==> src/rtl/dram_init_pkg.sv <==
`timescale 1ns/1ps
package dram_init_pkg;

    typedef enum logic [2:0] {
        ST_WAIT,
        ST_PRE,
        ST_PRE_GAP,
        ST_REF,
        ST_REF_GAP,
        ST_MRS,
        ST_MRS_GAP,
        ST_DONE
    } init_state_t;

    typedef struct packed {
        logic ras_n;
        logic cas_n;
        logic we_n;
    } strobe_t;

    localparam strobe_t STB_NOP = '{ras_n: 1'b1, cas_n: 1'b1, we_n: 1'b1};
    localparam strobe_t STB_PRE = '{ras_n: 1'b0, cas_n: 1'b1, we_n: 1'b0};
    localparam strobe_t STB_REF = '{ras_n: 1'b0, cas_n: 1'b0, we_n: 1'b1};
    localparam strobe_t STB_MRS = '{ras_n: 1'b0, cas_n: 1'b0, we_n: 1'b0};

endpackage

==> src/rtl/dram_init_cfg.sv <==
`timescale 1ns/1ps
module dram_init_cfg #(
    parameter int CNT_W    = 16,
    parameter int ADDR_W   = 11,
    parameter int MIN_WAIT = 20000
) (
    input  logic              clk,
    input  logic              rst,
    input  logic [CNT_W-1:0]  wait_cycles,
    input  logic [ADDR_W-1:0] mode_val,
    input  logic              mrs_first,
    output logic [CNT_W-1:0]  wait_lim,
    output logic [ADDR_W-1:0] mode_q,
    output logic              first_q
);
    localparam logic [CNT_W-1:0] FLOOR = CNT_W'(MIN_WAIT);

    logic [CNT_W-1:0] wait_q;

    // Settings are sampled only inside the reset window.
    always_ff @(posedge clk) begin
        if (rst) begin
            wait_q  <= wait_cycles;
            mode_q  <= mode_val;
            first_q <= mrs_first;
        end
    end

    always_comb begin
        wait_lim = (wait_q < FLOOR) ? FLOOR : wait_q;
    end


    wait_floor_chk: assert property (@(posedge clk) disable iff (rst)
        wait_lim >= FLOOR);


    cfg_hold_chk: assert property (@(posedge clk) disable iff (rst)
        !$past(rst) |-> $stable(mode_q) && $stable(first_q) && $stable(wait_q));
endmodule

==> src/rtl/dram_init_timer.sv <==
`timescale 1ns/1ps
module dram_init_timer #(
    parameter int CNT_W = 16
) (
    input  logic             clk,
    input  logic             rst,
    input  logic             clr,
    input  logic             en,
    output logic [CNT_W-1:0] cnt
);
    always_ff @(posedge clk) begin
        if (rst || clr) begin
            cnt <= '0;
        end else if (en) begin
            cnt <= cnt + 1'b1;
        end
    end
endmodule

==> src/rtl/dram_init_fsm.sv <==
`timescale 1ns/1ps
module dram_init_fsm
    import dram_init_pkg::*;
#(
    parameter int CNT_W    = 16,
    parameter int NUM_REF  = 2,
    parameter int TRP_GAP  = 2,
    parameter int TRFC_GAP = 7
) (
    input  logic             clk,
    input  logic             rst,
    input  logic [CNT_W-1:0] wait_lim,
    input  logic             first_q,
    input  logic [CNT_W-1:0] cnt,
    output init_state_t      state,
    output logic             clr,
    output logic             en
);
    localparam int REF_W = $clog2(NUM_REF + 1);
    localparam logic [CNT_W-1:0] PRE_LAST  = CNT_W'(TRP_GAP - 1);
    localparam logic [CNT_W-1:0] REF_LAST  = CNT_W'(TRFC_GAP - 1);
    localparam logic [REF_W-1:0] REF_TOTAL = REF_W'(NUM_REF);

    init_state_t      state_nx;
    logic [REF_W-1:0] ref_cnt;
    logic             refs_done;

    assign refs_done = (ref_cnt == REF_TOTAL);

    always_comb begin
        state_nx = state;
        unique case (state)
            ST_WAIT:    if (cnt == wait_lim - 1'b1) state_nx = ST_PRE;
            ST_PRE:     state_nx = ST_PRE_GAP;
            ST_PRE_GAP: if (cnt == PRE_LAST) state_nx = first_q ? ST_MRS : ST_REF;
            ST_REF:     state_nx = ST_REF_GAP;
            ST_REF_GAP: if (cnt == REF_LAST) begin
                            if (!refs_done)   state_nx = ST_REF;
                            else if (first_q) state_nx = ST_DONE;
                            else              state_nx = ST_MRS;
                        end
            ST_MRS:     state_nx = first_q ? ST_MRS_GAP : ST_DONE;
            ST_MRS_GAP: state_nx = ST_REF;
            ST_DONE:    state_nx = ST_DONE;
            default:    state_nx = ST_WAIT;
        endcase
    end

    always_ff @(posedge clk) begin
        if (rst) begin
            state   <= ST_WAIT;
            ref_cnt <= '0;
        end else begin
            state <= state_nx;
            if (state == ST_REF) ref_cnt <= ref_cnt + 1'b1;
        end
    end

    assign clr = (state_nx != state);
    assign en  = (state != ST_DONE);


    pre_after_wait_chk: assert property (@(posedge clk) disable iff (rst)
        (state == ST_PRE) |-> ($past(state) == ST_WAIT));


    ref_bound_chk: assert property (@(posedge clk) disable iff (rst)
        ref_cnt <= REF_TOTAL);


    mrs_order_chk: assert property (@(posedge clk) disable iff (rst)
        (state == ST_MRS) |-> (ref_cnt == (first_q ? '0 : REF_TOTAL)));


    done_refs_chk: assert property (@(posedge clk) disable iff (rst)
        (state == ST_DONE) |-> refs_done);
endmodule

==> src/rtl/dram_init_seq.sv <==
`timescale 1ns/1ps
module dram_init_seq
    import dram_init_pkg::*;
#(
    parameter int CLK_MHZ  = 100,
    parameter int WAIT_US  = 200,
    parameter int NUM_REF  = 2,
    parameter int TRP_GAP  = 2,
    parameter int TRFC_GAP = 7,
    parameter int CNT_W    = 16,
    parameter int ADDR_W   = 11,
    parameter int PALL_BIT = 8
) (
    input  logic              clk,
    input  logic              rst,
    input  logic [CNT_W-1:0]  wait_cycles,
    input  logic [ADDR_W-1:0] mode_val,
    input  logic              mrs_first,
    output logic              cs_n,
    output logic              ras_n,
    output logic              cas_n,
    output logic              we_n,
    output logic              dsf,
    output logic [ADDR_W-1:0] addr,
    output logic              cke,
    output logic              dqm,
    output logic              init_done
);
    localparam int MIN_WAIT = CLK_MHZ * WAIT_US;
    localparam logic [ADDR_W-1:0] PALL_ADDR = ADDR_W'(1) << PALL_BIT;

    logic [CNT_W-1:0]  wait_lim;
    logic [ADDR_W-1:0] mode_q;
    logic              first_q;
    logic [CNT_W-1:0]  cnt;
    logic              clr;
    logic              en;
    init_state_t       state;
    strobe_t           stb;

    dram_init_cfg #(
        .CNT_W    (CNT_W),
        .ADDR_W   (ADDR_W),
        .MIN_WAIT (MIN_WAIT)
    ) u_cfg (
        .clk         (clk),
        .rst         (rst),
        .wait_cycles (wait_cycles),
        .mode_val    (mode_val),
        .mrs_first   (mrs_first),
        .wait_lim    (wait_lim),
        .mode_q      (mode_q),
        .first_q     (first_q)
    );

    dram_init_timer #(
        .CNT_W (CNT_W)
    ) u_timer (
        .clk (clk),
        .rst (rst),
        .clr (clr),
        .en  (en),
        .cnt (cnt)
    );

    dram_init_fsm #(
        .CNT_W    (CNT_W),
        .NUM_REF  (NUM_REF),
        .TRP_GAP  (TRP_GAP),
        .TRFC_GAP (TRFC_GAP)
    ) u_fsm (
        .clk      (clk),
        .rst      (rst),
        .wait_lim (wait_lim),
        .first_q  (first_q),
        .cnt      (cnt),
        .state    (state),
        .clr      (clr),
        .en       (en)
    );

    // Pin decode: Moore outputs from the sequencer state.
    always_comb begin
        stb       = STB_NOP;
        addr      = '0;
        init_done = 1'b0;
        unique case (state)
            ST_PRE:  begin stb = STB_PRE; addr = PALL_ADDR; end
            ST_REF:  stb = STB_REF;
            ST_MRS:  begin stb = STB_MRS; addr = mode_q; end
            ST_DONE: init_done = 1'b1;
            ST_WAIT, ST_PRE_GAP, ST_REF_GAP, ST_MRS_GAP: stb = STB_NOP;
            default: stb = STB_NOP;
        endcase
    end

    assign cs_n  = 1'b0;
    assign dsf   = 1'b0;
    assign cke   = 1'b1;
    assign dqm   = 1'b1;
    assign ras_n = stb.ras_n;
    assign cas_n = stb.cas_n;
    assign we_n  = stb.we_n;


    done_hold_chk: assert property (@(posedge clk) disable iff (rst)
        init_done |=> init_done);


    done_after_mrs_chk: assert property (@(posedge clk) disable iff (rst)
        ($rose(init_done) && !first_q) |-> $past(!ras_n && !cas_n && !we_n));


    reset_restart_chk: assert property (@(posedge clk)
        $past(rst) |-> (!init_done && ras_n && cas_n && we_n));
endmodule

==> config.mk <==
export PLATFORM = sky130hd
export DESIGN_NAME = dram_init_seq
export DESIGN_NICKNAME = d
export VERILOG_FILES = /design/src/rtl/dram_init_pkg.sv /design/src/rtl/dram_init_cfg.sv /design/src/rtl/dram_init_timer.sv /design/src/rtl/dram_init_fsm.sv /design/src/rtl/dram_init_seq.sv
export SDC_FILE = /design/constraint.sdc
export NUM_CORES = 1
export LEC_CHECK = 0
export CAP_MARGIN = 20
export CORE_ASPECT_RATIO = 0.6
export CORE_MARGIN = 5
export CORE_UTILIZATION = 45
export CTS_BUF_LIST = sky130_fd_sc_hd__clkbuf_8 sky130_fd_sc_hd__clkbuf_16
export CTS_CLUSTER_DIAMETER = 50
export DETAILED_ROUTE_END_ITERATION = 16
export DONT_BUFFER_PORTS = 1
export HOLD_SLACK_MARGIN = 0.15
export PLACE_DENSITY_LB_ADDON = 0.3
export SLEW_MARGIN = 20
export SYNTH_ARGS = -nofsm -noshare
export SYNTH_HDL_FRONTEND = slang
export SYNTH_HIERARCHICAL = 1
export SYNTH_SLANG_ARGS = --single-unit
==> constraint.sdc <==
create_clock -name clk -period 4.5 [get_ports clk]
set_input_delay 0.225 -clock clk [delete_from_list [all_inputs] [get_ports clk]]
set_output_delay 0.225 -clock clk [all_outputs]
set_load 0.01 [all_outputs]
# Yosys cells after proc, flatten, opt, wreduce, memory -nomap -nowiden

Cells that the tools add are included.

Flip-flop bits (word level): 49
Input port bits: 30
Output and inout bits: 19
Word-level logic and storage cells: 37

Add/subtract/negate cells: 3
Magnitude comparators: 1
Eq/ne operators: 13
Muxes and demuxes: 12
Reductions and logical operators: 2

Operator list:

| kind                  | count |
|---|---|
| $pmux 3 s8            | 1 |
| $pmux 11 s2           | 1 |
| $add 16x1->16 const B | 1 |
| $eq 16x1->1 const B   | 1 |
| $eq 16x16->1          | 1 |
| $eq 16x3->1 const B   | 1 |
| $lt 16x15->1 const B  | 1 |
| $mux 16               | 1 |
| $sub 16x1->16 const B | 1 |
| $mux 3                | 5 |
| $eq 3x3->1 const B    | 4 |
| $pmux 3 s3            | 1 |
| $eq 3x2->1 const B    | 2 |
| $eq 3x1->1 const B    | 1 |
| $logic_not 3->1       | 1 |
| $ne 3x3->1            | 1 |
| $ne 3x3->1 const B    | 1 |
| $add 2x1->2 const B   | 1 |
| $eq 2x2->1 const B    | 1 |
| $mux 1                | 2 |
| $mux 2                | 1 |
| $logic_or 1x1->1      | 1 |

# Logic depth before layout (Yosys ltp)

Depth in word-level cells: 8
Gate-level depth with buffers: 15
Depth with buffers taken out: 15

# Hierarchy

Netlist, hierarchy kept.

By module, submodules not included:

| module          | instances | cells an instance | area each (um^2) | sequential area each (um^2) |
|---|---|---|---|---|
| dram_init_cfg   | 1         | 55                | 1,038.5          | 840.8 |
| dram_init_fsm   | 1         | 116               | 865.8            | 100.1 |
| dram_init_timer | 1         | 81                | 716.9            | 320.3 |
| dram_init_seq   | 1         | 27                | 175.2            | 0.0 |

# Worst setup path after synthesis

Ideal clock, no wire load.

Path kind: register -> register
Start point: register u_cfg.wait_q[15]
End point: register u_timer.cnt[10]
Library setup time: 0.074 ns
Data arrival time: 3.662 ns
Required time: 4.426 ns
Path slack: 0.764 ns
Cell stages (with the launch flop): 14
Buffers on the path: 1
Clock period less this slack: 3.736 ns
Cells stage by stage: edfxtp_1 -> nor3_4 -> o2bb2ai_2 -> a21boi_1 -> or4_4 -> or4_4 -> and3_1 -> o22a_1 -> nand4_1 -> nand2_1 -> or2_2 -> clkbuf_1 -> or4_1 -> o21ai_0

Cells in the longest elaborated chain, start to end: 8

Ends and longest elaborated chain:

| element                  | line                  | text |
|---|---|---|
| start: declaration       | dram_init_cfg.sv:18   | `logic [CNT_W-1:0] wait_q;` |
| start signal: assignment | dram_init_cfg.sv:23   | `wait_q <= wait_cycles;` |
| $lt 16x15->1             | dram_init_cfg.sv:30   | `wait_lim = (wait_q < FLOOR) ? FLOOR : wait_q;` |
| $mux 16                  | dram_init_cfg.sv:30   |  |
| net wait_lim[2]          | dram_init_seq.sv:32   | `logic [CNT_W-1:0] wait_lim;` |
| $sub 16x1->16            | dram_init_fsm.sv:33   | `ST_WAIT: if (cnt == wait_lim - 1'b1) state_nx = ST_PRE;` |
| $eq 16x16->1             | dram_init_fsm.sv:33   |  |
| $mux 3                   | dram_init_fsm.sv:33   |  |
| $pmux 3 s8               | dram_init_fsm.sv:32   | `unique case (state)` |
| $ne 3x3->1               | dram_init_fsm.sv:59   | `assign clr = (state_nx != state);` |
| net clr                  | dram_init_seq.sv:36   | `logic clr;` |
| $logic_or 1x1->1         | dram_init_timer.sv:12 | `if (rst \|\| clr) begin` |
| end signal: assignment   | dram_init_timer.sv:15 | `cnt <= cnt + 1'b1;` |
| end: declaration         | dram_init_timer.sv:9  | `output logic [CNT_W-1:0] cnt` |

The timed path passes the listed nets, and every way through them passes these cells.
A chain may end at the register's enable or synchronous reset.

# Worst setup path after layout

Ends and elaborated chain as after synthesis.

==> run_results.csv <==
group,metric,value,unit
clocking,post_cts_resized,0,
cells_and_area,antenna_cells,0,
worst_setup_path,endpoint_kind,"flip-flop",
synth,yosysUniqueCellTypes,59,
global_routing,grt_pass1_wl,9630,um
clocking,cts-root-buf,"clkbuf_8",
clocking,cts_sinks,49,
sta,rsz0062_at_grt,"no",
outcome,status,"finished clean",
clocking,cts_setup_buffers,0,
synth,async_flop_share,0,%
sta,tightestPinTransition,651,ps
route,routed_via_density,5.40,
synth,synth-edff-count,28,
global_routing,grt_overflow,0,
power,p_per_area,280,nW/um^2
power,vdd_ir_drop_max,160,uV
cells_and_area,seqCellArea,1260,um^2
placement,dp.cells,352,
route,routed_wl,5950,um
worst_setup_path,cp.required,4720,ps
clocking,cts_max_level,2,
clocking,holdBufCountCts,29,
synth,netlist_area,2800,um^2
sta,fmax,0.250,GHz
global_routing,antenna_found_initial,0,
route,wl_per_cell,15.3,um
die,die_x,112,um
cells_and_area,syn_to_final_growth,14.9,%
global_routing,grt_max_degree,35,
synth,synth_cells,279,
route,drtAntennaViolNets,0,
cells_and_area,finalCoreUtilization,52.8,%
sta,whs,221,ps
cells_and_area,fin_area,3210,um^2
sta,slew_headroom,56.6,%
sta,period_minus_slack,4000,ps
clocking,cts_tree,"yes",
clocking,clockBufferDepth,2,
sta,skew,7.38,ps
clocking,numCtsBuffers,5,
power,clockPowerShare,27.0,%
synth,synth_top_cell_area_share,30.1,%
die,die_h,71.1,um
worst_setup_path,cp_data_arrival_time,4230,ps
die,floorplan.rows,22,
placement,placed_area,2830,um^2
synth,synth_seq_cells,49,
synth,ys_seq_area_share,45.1,%
power,p_comb_share,15.8,%
synth,synth_top_area_cell,"edfxtp_1",
worst_setup_path,crit_path_start_kind,"flip-flop",
power,internal_power,667,uW
sta,setup_violations,0,
die,core_area,6080,um^2
placement,place_hpwl,4140,um
cells_and_area,fillCellCount,544,
worst_setup_path,ff2ff_path_depth,12,
cells_and_area,multi_input_area,1430,um^2
cells_and_area,final_cells,389,
power,power_leakage,1.16,nW
power,seq_power_share,57.2,%
sta,fin_setup_tns,0,ps
sta,setup_ws,496,ps
synth,synth_area_leaders,"edfxtp_1, dfxtp_1, xor2_1",
synth,syn_area_per_cell,10.0,um^2
cells_and_area,layout-drive-gt1-share,10.5,%
sta,period_share,89.0,%
power,design_power_total,899,uW
route,drt_iter0_markers,138,
die,fp.dieArea,7940,um^2
power,p_switching,232,uW
min_path,hold_class,"input pin to flip-flop",
worst_setup_path,cp_max_fo,9,
synth,synth_ff_type,"edfxtp_1",
placement,dp_slack,530,ps
run,drv_cap,0,
clocking,insertion_delay,300,ps
route,vias,2101,
worst_setup_path,worst-setup-path-type,"flip-flop to flip-flop",
sta,maxSlewViolCount,0,
synth,yosysWarningCount,6,
clocking,clkTransAtPathRegs,90,ps
placement,port-buffer-count,0,
die,start_util,46.0,%
sta,hold_violations,0,
power,switching_share,25.8,%
cells_and_area,nets,337,
placement,gp_congestion,0.886,
global_routing,grt_pass1_vias,1933,
route,first_pass_iters,4,
min_path,holdPathStages,2,
die,pin_count,49,
route,drc_errors,0,
global_routing,grt_use_total,15.1,%
[kinds of logic after synthesis]
group / count (synthesis) / share of synthesized area, %
buffers and inverters: 22 / 4.07
XOR/XNOR: 34 / 11.3
other: 2 / 0.269
flip-flops: 49 / 45.1
AND/OR/NAND/NOR: 120 / 25.4
multiplexers: 3 / 1.07
adder cells (fa/ha/maj): 3 / 1.34
AO/OA/AOI/OAI: 46 / 11.5
[final cells by class]
| class | instances | share of cell area (%) |
|---|---|---|
| clock inverters | 3 | 0.350 |
| inverters | 8 | 0.935 |
| multi-input cells | 210 | 44.5 |
| well taps | 84 | 3.27 |
| clock buffers | 5 | 2.14 |
| repair buffers | 30 | 9.58 |
| flip-flops and latches | 49 | 39.3 |
[worst max-delay path, stage by stage (launching register included)]
cell       delay [ps]
edfxtp_1          520
nor3_4            290
o2bb2ai_2         220
a21boi_1          240
or4_4             600
or4_4             540
and3_1            170
o22a_1            150
nand4_1           110
nand2_1            90
or2_2             390
or4_1             510
o21ai_0            90
[cells in the final DEF, fill, tap and decap left out, drive strengths merged, types with 4 or more instances in the layout]
cell,n
edfxtp,28
dlygate4sd3,28
nor2,27
dfxtp,21
xor2,19
nand2,18
xnor2,15
and3,15
a21oi,12
inv,10
nand4,9
nor3,9
o21ai,8
a21boi,7
nand3,7
nor4,6
clkbuf,5
or2,5
or4,5
conb,4
o21a,4
and4,4
[worst paths after layout]
check | from | endpoint | slack [ps]
max | u_cfg/wait_q[15] | u_timer/cnt[10] | 500
min | rst | u_fsm/state[2] | 220
max reg2reg | u_cfg/wait_q[15] | u_timer/cnt[10] | 500
min reg2reg | u_fsm/ref_cnt[1] | u_fsm/ref_cnt[1] | 520
[power groups by stage]
stage / clock network, mW / logic [mW] / registers [mW]
2_1_floorplan: 0 / 0.0980 / 0.519
3_3_place_gp: 0 / 0.111 / 0.523
3_5_place_dp: 0 / 0.112 / 0.525
4_1_cts: 0.253 / 0.139 / 0.514
5_1_grt: 0.273 / 0.155 / 0.517
6_report: 0.243 / 0.142 / 0.514
[routing by layer]
| metal | GRT usage, % | vias to the layer above | routed length (um) |
|---|---|---|---|
| met5 | 0 | - | 0 |
| met4 | 4.05 | 0 | 51 |
| met3 | 4.02 | 7 | 281 |
| met2 | 21.8 | 41 | 2530 |
| met1 | 22.3 | 999 | 3090 |
| li1 | - | 1054 | - |
[registers in the layout (all words and copies together), names as in the netlist]
register / cells
u_cfg/wait_q: 16
u_timer/cnt: 16
u_cfg/mode_q: 11
u_fsm/state: 3
u_fsm/ref_cnt: 2
u_cfg/first_q: 1
[synth_stat cells (4+ instances only)]
library cell  count
edfxtp_1         28
nor2_1           27
dfxtp_1          21
xor2_1           18
nand2_1          17
xnor2_1          15
and3_1           13
a21oi_1          11
nand4_1           8
o21ai_0           8
a21boi_1          7
clkbuf_1          7
inv_1             7
nor3_1            7
nand3_1           6
nor4_1            5
or2_2             5
buf_4             4
o21a_1            4
No activity file was read; power rests on OpenSTA's default activity.
